--- config.mk ---
export PLATFORM = sky130hd
export DESIGN_NAME = pf_ce_gate
export DESIGN_NICKNAME = d
export VERILOG_FILES = /design/src/rtl/pf_ce_gate.sv
export SDC_FILE = /design/constraint.sdc
export NUM_CORES = 1
export LEC_CHECK = 0
export BUFFER_PORTS_ARGS = -buffer_cell sky130_fd_sc_hd__buf_2
export CAP_MARGIN = 40
export CORE_MARGIN = 2
export CORE_UTILIZATION = 60
export CTS_CLUSTER_SIZE = 20
export DETAILED_ROUTE_END_ITERATION = 7
export PLACE_DENSITY = 0.77
export SETUP_SLACK_MARGIN = 0.3
export SYNTH_ARGS = -nofsm -noshare
export SYNTH_HDL_FRONTEND = slang
export SYNTH_SLANG_ARGS = --single-unit
export TNS_END_PERCENT = 1
--- constraint.sdc ---
create_clock -name clk -period 2.6 [get_ports clk]
set_input_delay 0.52 -clock clk [delete_from_list [all_inputs] [get_ports clk]]
set_output_delay 0.52 -clock clk [all_outputs]
set_load 0.005 [all_outputs]
--- src/rtl/pf_ce_gate.sv ---
module pf_ce_gate #(
  parameter int WPT_CYC = 20000,
  parameter int CER_CYC = 8000000,
  parameter int REC_CYC = 8000000
) (
  input  logic       clk,
  input  logic       rst_n,
  input  logic       ce_n,
  input  logic       sel_a,
  input  logic       sel_b,
  input  logic       pwr_good_raw,
  output logic [3:0] bank_ce_n,
  output logic       sys_rst_n
);
  localparam int MAXA = (WPT_CYC > CER_CYC) ? WPT_CYC : CER_CYC;
  localparam int MAXC = (MAXA > REC_CYC) ? MAXA : REC_CYC;
  localparam int CW   = $clog2(MAXC + 1);
  localparam logic [CW-1:0] WPT_LAST = CW'(WPT_CYC - 1);
  localparam logic [CW-1:0] CER_LAST = CW'(CER_CYC - 1);
  localparam logic [CW-1:0] REC_LAST = CW'(REC_CYC - 1);

  typedef enum logic [1:0] {S_FAIL, S_GRACE, S_RECOV, S_RUN} st_t;

  logic          pg_s1, pg_s2;
  st_t           st;
  logic [CW-1:0] cnt, rcnt;
  logic [1:0]    held;
  logic          rst_q;
  logic [3:0]    dec_n, grace_n;

  wire [1:0] sel = {sel_b, sel_a};

  for (genvar i = 0; i < 4; i++) begin : g_bank
    assign dec_n[i]   = ce_n | (sel  != 2'(i));
    assign grace_n[i] = ce_n | (held != 2'(i));
  end

  assign bank_ce_n = (st == S_RUN)   ? dec_n   :
                     (st == S_GRACE) ? grace_n : 4'hF;
  assign sys_rst_n = rst_q;

  always_ff @(posedge clk or negedge rst_n) begin
    if (!rst_n) begin
      pg_s1 <= 1'b0;
      pg_s2 <= 1'b0;
    end else begin
      pg_s1 <= pwr_good_raw;
      pg_s2 <= pg_s1;
    end
  end

  always_ff @(posedge clk or negedge rst_n) begin
    if (!rst_n) begin
      st   <= S_FAIL;
      cnt  <= '0;
      held <= 2'd0;
    end else begin
      case (st)
        S_RUN: if (!pg_s2) begin
          cnt  <= '0;
          held <= sel;
          st   <= ce_n ? S_FAIL : S_GRACE;
        end
        S_GRACE: begin
          if (ce_n || cnt == WPT_LAST) st <= S_FAIL;
          else                         cnt <= cnt + 1'b1;
        end
        S_FAIL: if (pg_s2) begin
          cnt <= '0;
          st  <= S_RECOV;
        end
        default: begin
          if (!pg_s2)               st <= S_FAIL;
          else if (cnt == CER_LAST) st <= S_RUN;
          else                      cnt <= cnt + 1'b1;
        end
      endcase
    end
  end

  always_ff @(posedge clk or negedge rst_n) begin
    if (!rst_n) begin
      rcnt  <= '0;
      rst_q <= 1'b0;
    end else if (!pg_s2) begin
      rcnt  <= '0;
      rst_q <= 1'b0;
    end else if (!rst_q) begin
      if (rcnt == REC_LAST) rst_q <= 1'b1;
      else                  rcnt  <= rcnt + 1'b1;
    end
  end
endmodule

## After elaboration in Yosys (flattened, before gate mapping)

Cells that the tools add are included.

| word-level totals | value |
|---|---|
| bits in latches | 0 |
| output and inout bits | 5 |
| bits in writable memories | 0 |
| memories kept | 0 |
| bits in registers | 53 |
| bits in read-only memories | 0 |
| logic and storage cells | 67 |
| input bits | 6 |

| cells by class | value |
|---|---|
| reduce and logical (&&, ||, !) cells | 9 |
| multiplexer cells | 21 |
| multipliers | 0 |
| bitwise gates (word level) | 9 |
| shift-type cells | 0 |
| div/mod/pow operators | 0 |
| $add $sub $neg | 2 |
| order comparisons | 0 |
| equality and inequality tests | 19 |

Operator list:

| operator | count |
|---|---|
| two-way mux 23 bit | 8 |
| one-hot mux 23 bit (3 select lines) | 1 |
| adder 23 x 1 -> 23 bit, second input constant | 2 |
| equality test 23 bit, second input constant | 2 |
| equality test 23 x 15 -> 1 bit, second input constant | 1 |
| inequality test 2 bit, second input constant | 9 |
| two-way mux 2 bit | 5 |
| two-way mux 4 bit | 2 |
| bitwise OR 1 bit | 8 |
| inequality test 2 x 1 -> 1 bit, second input constant | 3 |
| one-hot mux 2 bit (3 select lines) | 1 |
| AND reduction 5 bit | 1 |
| two-way mux 1 bit | 4 |
| inequality test 4 x 1 -> 1 bit, second input constant | 1 |
| inequality test 4 x 3 -> 1 bit, second input constant | 1 |
| AND reduction 2 bit | 2 |
| AND reduction 4 bit | 1 |
| nonzero test 2 bit | 2 |
| nonzero test 3 bit | 1 |
| equality test 2 x 1 -> 1 bit, second input constant | 1 |
| equality test 2 bit, second input constant | 1 |
| zero test 2 bit | 1 |
| logical OR 1 bit | 1 |
| NOT 1 bit | 1 |

## Logic depth before layout (Yosys ltp)

| logic depth | value |
|---|---|
| depth in word-level cells | 4 |
| depth in mapped cells | 8 |
| mapped depth without buffers | 7 |

## Worst setup path before layout

OpenSTA, ideal clock, no wires.

| timing path | value |
|---|---|
| path kind | reg-to-reg |
| from | register cnt[0] |
| to | register cnt[2] |
| setup time | 121 ps |
| setup slack | 291 ps |
| data arrival time | 2188 ps |
| cell stages (with the launch flop) | 9 |
| path buffers | 2 |
| data required time | 2479 ps |
| period minus slack after synthesis | 2309 ps |
| path through | dfrtp_1 > ha_1 > and4_2 > clkbuf_1 > and4b_1 > a31oi_1 > clkbuf_1 > o221ai_1 > a22o_2 |

| on the way | value |
|---|---|
| longest elaborated chain between the ends | 4 |
| elaborated cells on any way between the ends | 11 |
| those cells by class | add/sub: 1; eq/ne: 4; mux: 4; reduce/logical: 2 |

Ends and longest elaborated chain:

| element | line | text |
|---|---|---|
| from (decl) | 26 | `logic [CW-1:0] cnt, rcnt;` |
| from (signal assigned) | 66 | `else cnt <= cnt + 1'b1;` |
| from (signal assigned) | 75 | `else cnt <= cnt + 1'b1;` |
| adder 23 x 1 -> 23 bit or equality test 23 x 15 -> 1 bit (tied branches) | 66, 75, 65 |  |
| two-way mux 23 bit or logical OR 1 bit (tied branches) | 74, 65 |  |
| two-way mux 23 bit or inequality test 2 bit (tied branches) | - |  |
| one-hot mux 23 bit (3 select lines) or AND reduction 5 bit (tied branches) | - |  |

Several ways; a longest one is shown, not always the timed one. The select of a mux whose other input is x is not followed.
A chain may end at the register's enable or synchronous reset.

## Final worst setup path

| timing path | value |
|---|---|
| from | register st[0] |
| to | register cnt[1] |

| on the way | value |
|---|---|
| longest elaborated chain between the ends | 3 |
| elaborated cells on any way between the ends | 10 |
| those cells by class | eq/ne: 6; mux: 1; reduce/logical: 3 |

Ends and longest elaborated chain:

| element | line | text |
|---|---|---|
| from (decl) | 25 | `st_t st;` |
| from (signal assigned) | 62 | `st <= ce_n ? S_FAIL : S_GRACE;` |
| equality test 2 bit, or another cell as far along | 58 | `case (st)` |
| inequality test 4 x 3 -> 1 bit (no source line), or another cell as far along | - |  |
| AND reduction 5 bit (no source line) | - |  |

Several ways; a longest one is shown, not always the timed one.

==> impl_metrics.prom <==
# TYPE chip_impl_metric gauge
chip_impl_metric{name="track_usage",unit="%"} 26.8
chip_impl_metric{name="synthArstFlopShare",unit="%"} 100
chip_impl_metric{name="num-nets-final",unit=""} 379
chip_impl_metric{name="cts_num_sinks",unit=""} 53
chip_impl_metric{name="route.detailed.drc",unit=""} 0
chip_impl_info{name="rsz0062_at_grt",value="true"} 1
chip_impl_metric{name="area_growth_syn_to_layout",unit="%"} 10.3
chip_impl_metric{name="via_count",unit=""} 2950
chip_impl_metric{name="setup_violations",unit=""} 0
chip_impl_info{name="timing.hold.worst.class",value="input port to async pin"} 1
chip_impl_metric{name="detailedRoute.firstPassIterationCount",unit=""} 4
chip_impl_metric{name="peak_per_stage_delay_on_the_critical_path",unit="ns"} 0.47
chip_impl_metric{name="core_area",unit="µm²"} 5170
chip_impl_metric{name="drt.antenna.violating_nets",unit=""} 0
chip_impl_metric{name="globalRouteOverflowTotal",unit=""} 0
chip_impl_metric{name="worstPathBufferInverterCount",unit=""} 1
chip_impl_metric{name="gpl.final_weighted_congestion",unit=""} 0.866
chip_impl_metric{name="cp_max_fo",unit=""} 14
chip_impl_metric{name="drt-vias-per-instance",unit=""} 6.74
chip_impl_info{name="critical_path.cell_chain",value="ha_2 -> nor4b_4 -> nand3_2 -> o311ai_4 -> buf_6 -> nand2_1 -> a31o_2"} 1
chip_impl_metric{name="p_per_area",unit="nW/µm²"} 643
chip_impl_metric{name="synth-warning-count",unit=""} 0
chip_impl_metric{name="post_synth.cell_area_avg",unit="µm²"} 9.18
chip_impl_info{name="run_status",value="complete, no violations"} 1
chip_impl_metric{name="maxCapViolCount",unit=""} 0
chip_impl_metric{name="cts_hold_repair.buffers",unit=""} 0
chip_impl_metric{name="number_of_global_route_vias_before_repair",unit=""} 2881
chip_impl_metric{name="num_io_pins",unit=""} 11
chip_impl_metric{name="wire_length_of_the_first_global_routing_pass",unit="µm"} 13300
chip_impl_metric{name="critPathRequiredTime",unit="ns"} 2.80
chip_impl_metric{name="synth_edf_count",unit=""} 0
chip_impl_info{name="most-common-layout-cells",value="53 x dfrtp_1, 24 x nor2_1, 24 x o21ai_0"} 1
chip_impl_metric{name="fp-row-count",unit=""} 26
chip_impl_metric{name="setup_total_negative_slack",unit="ns"} 0
chip_impl_metric{name="insertedDiodeCount",unit=""} 0
chip_impl_metric{name="worstSkewPairLatency",unit="ns"} 0.31
chip_impl_metric{name="drv_slew",unit=""} 0
chip_impl_metric{name="pin_count_of_the_biggest_net_entering_global_routing",unit=""} 38
chip_impl_metric{name="finish.instance_area",unit="µm²"} 3580
chip_impl_metric{name="syn_inst",unit=""} 353
chip_impl_info{name="crit_path_end_kind",value="flip-flop"} 1
chip_impl_info{name="worst_setup_path_category",value="flip-flop to flip-flop"} 1
chip_impl_info{name="crit_path_top_delay_cell",value="dfrtp_1"} 1
chip_impl_metric{name="place.port_buffers",unit=""} 10
chip_impl_info{name="setup.worst_path.start_class",value="flip-flop"} 1
chip_impl_info{name="mostFrequentLayoutCell",value="dfrtp_1"} 1
chip_impl_metric{name="achievable-frequency",unit="MHz"} 445
chip_impl_metric{name="synth.lib_cells_used.distinct",unit=""} 58
chip_impl_metric{name="dieWidth",unit="µm"} 77.5
chip_impl_metric{name="worst_ep_arrival_time",unit="ns"} 2.45
chip_impl_metric{name="maximum_vdd_drop",unit="mV"} 0.399
chip_impl_metric{name="cts.reportedPaths.clkPinSlew",unit="ns"} 0.10
chip_impl_metric{name="floorplan.initialDensity",unit="%"} 62.7
chip_impl_metric{name="cts.htree.levels",unit=""} 2
chip_impl_metric{name="final_layout_size_suffix_gt1_share",unit="%"} 15.8
chip_impl_metric{name="die_h",unit="µm"} 77.5
chip_impl_metric{name="worstMarginPinSlew",unit="ns"} 0.808
chip_impl_metric{name="synth-seq-cells",unit=""} 53
chip_impl_metric{name="synth_net_count",unit=""} 365
chip_impl_metric{name="detail_route.wl_per_cell",unit="µm"} 17.7
chip_impl_info{name="clockRootBuffer",value="clkbuf_8"} 1
chip_impl_metric{name="synth.yosys.seq_area_share",unit="%"} 40.9
chip_impl_metric{name="finClkSkew",unit="ns"} 0.00935
chip_impl_metric{name="grt_antenna_before_repair",unit=""} 0
chip_impl_metric{name="slew_headroom",unit="%"} 46.2
chip_impl_info{name="worst_path_dominant_cell_family",value="compound AO/OA/AOI/OAI gates"} 1
chip_impl_metric{name="fp.dieArea",unit="µm²"} 6000
chip_impl_metric{name="synth.cell_area",unit="µm²"} 3240
chip_impl_metric{name="hpwlAfterDp",unit="µm"} 5040
chip_impl_metric{name="initialDrtViolationCount",unit=""} 172
chip_impl_metric{name="finalWirelength",unit="µm"} 7770
chip_impl_metric{name="cts_made_buffers",unit=""} 5
chip_impl_metric{name="worst_case_clock_buffer_depth",unit=""} 2
chip_impl_metric{name="final_critical_delay_including_setup_and_external_delays",unit="ns"} 2.25
chip_impl_metric{name="timing.final.crit_share",unit="%"} 86.4
chip_impl_info{name="yosys_most_used_dff",value="dfrtp_1"} 1
chip_impl_metric{name="finalHoldViolations",unit=""} 0
chip_impl_metric{name="placement.cell_area",unit="µm²"} 3380
chip_impl_info{name="tritoncts",value="done"} 1
chip_impl_metric{name="leakagePower",unit="nW"} 1.45
-- area by class of cell --
| class | instances | area [µm²] |
|---|---|---|
| Sequential cell | 53 | 1330 |
| Inverter | 16 | 60.1 |
| Timing Repair Buffer | 26 | 178 |
| Clock buffer | 6 | 72.6 |
| Fill cell | 407 | 1600 |
| Clock inverter | 2 | 13.8 |
| Tap cell | 70 | 87.6 |
| Multi-Input combinational cell | 265 | 1840 |
-- flip-flops by register name, summed over array words and instances, names as in the netlist --
| signal | flops |
|---|---|
| sys_rst_n | 1 |
| pg_s1 | 1 |
| st | 2 |
| cnt | 23 |
| held | 2 |
| rcnt | 23 |
| pg_s2 | 1 |
-- power by group --
part | switching (mW) | internal, mW
Clock | 0.288 | 0.193
Sequential | 0.0668 | 0.878
Combinational | 0.514 | 0.358
Total | 0.869 | 1.43
-- path summary, 6_finish.rpt --
path / start / end / slack [ns] / cells past startpoint
worst max-delay path: st[0] / cnt[1] / 0.35 / 7
worst min-delay path: rst_n / rcnt[12] / 0.29 / 1
worst max register to register: st[0] / cnt[1] / 0.35 / 7
worst min register to register: pg_s1 / pg_s2 / 0.37 / 0
max in group asynchronous: rst_n / cnt[2] / 1.66 / 2
min in group clk: pwr_good_raw / pg_s1 / 0.31 / 1
-- logic make-up after synthesis --
family	Yosys count	synth area share, %
fa+ha+maj	6	2.32
xor+xnor	7	1.89
buf+inv	35	4.44
flops	53	40.9
mux	5	1.70
compound gates	105	24.4
simple gates	142	24.4
-- synth_stat cells (12+ instances only) --
library cell,number,area [µm²]
nand2_1,23,86.3
nand3_1,14,70.1
o21ai_0,24,120
nor3_1,12,60.1
inv_1,15,56.3
nor2_1,24,90.1
dfrtp_1,53,1330
or3_1,16,100
clkbuf_1,13,48.8
a22o_1,21,184
a21oi_1,16,80.1
-- routing by layer --
metal	GRT usage, %	share of wire (%)	vias to the layer above	routed length [µm]
li1	-	-	1383	-
met4	8.93	1.1	0	86
met2	44.8	49	95	3800
met3	3.60	5.1	9	398
met1	36.0	45	1463	3490
met5	0	0	-	0
-- through the flow --
| stage | hold slack (ns) | power (mW) | util (%) | worst slack [ns] | std cells |
|---|---|---|---|---|---|
| 5_1_grt | 0.299 | 2.44 | 69.1 | 0.252 | 438 |
| 4_1_cts | 0.297 | 2.21 | 67.4 | 0.287 | 434 |
| 2_1_floorplan | 0.224 | 1.50 | - | 0.302 | 353 |
| 3_3_place_gp | 0.344 | 1.69 | 65.4 | 0.240 | 426 |
| 6_report | 0.288 | 2.30 | 69.1 | 0.353 | 438 |
| 3_5_place_dp | 0.337 | 1.72 | 65.4 | 0.186 | 426 |
-- repair_timing --
action,CTS,global route
gates resized for setup,3,12
hold endpoints to repair,0,0
buffers inserted,0,4
setup endpoints to repair,24,29
pin swaps,0,3
Note: power is estimated with default switching activity, not from simulation.
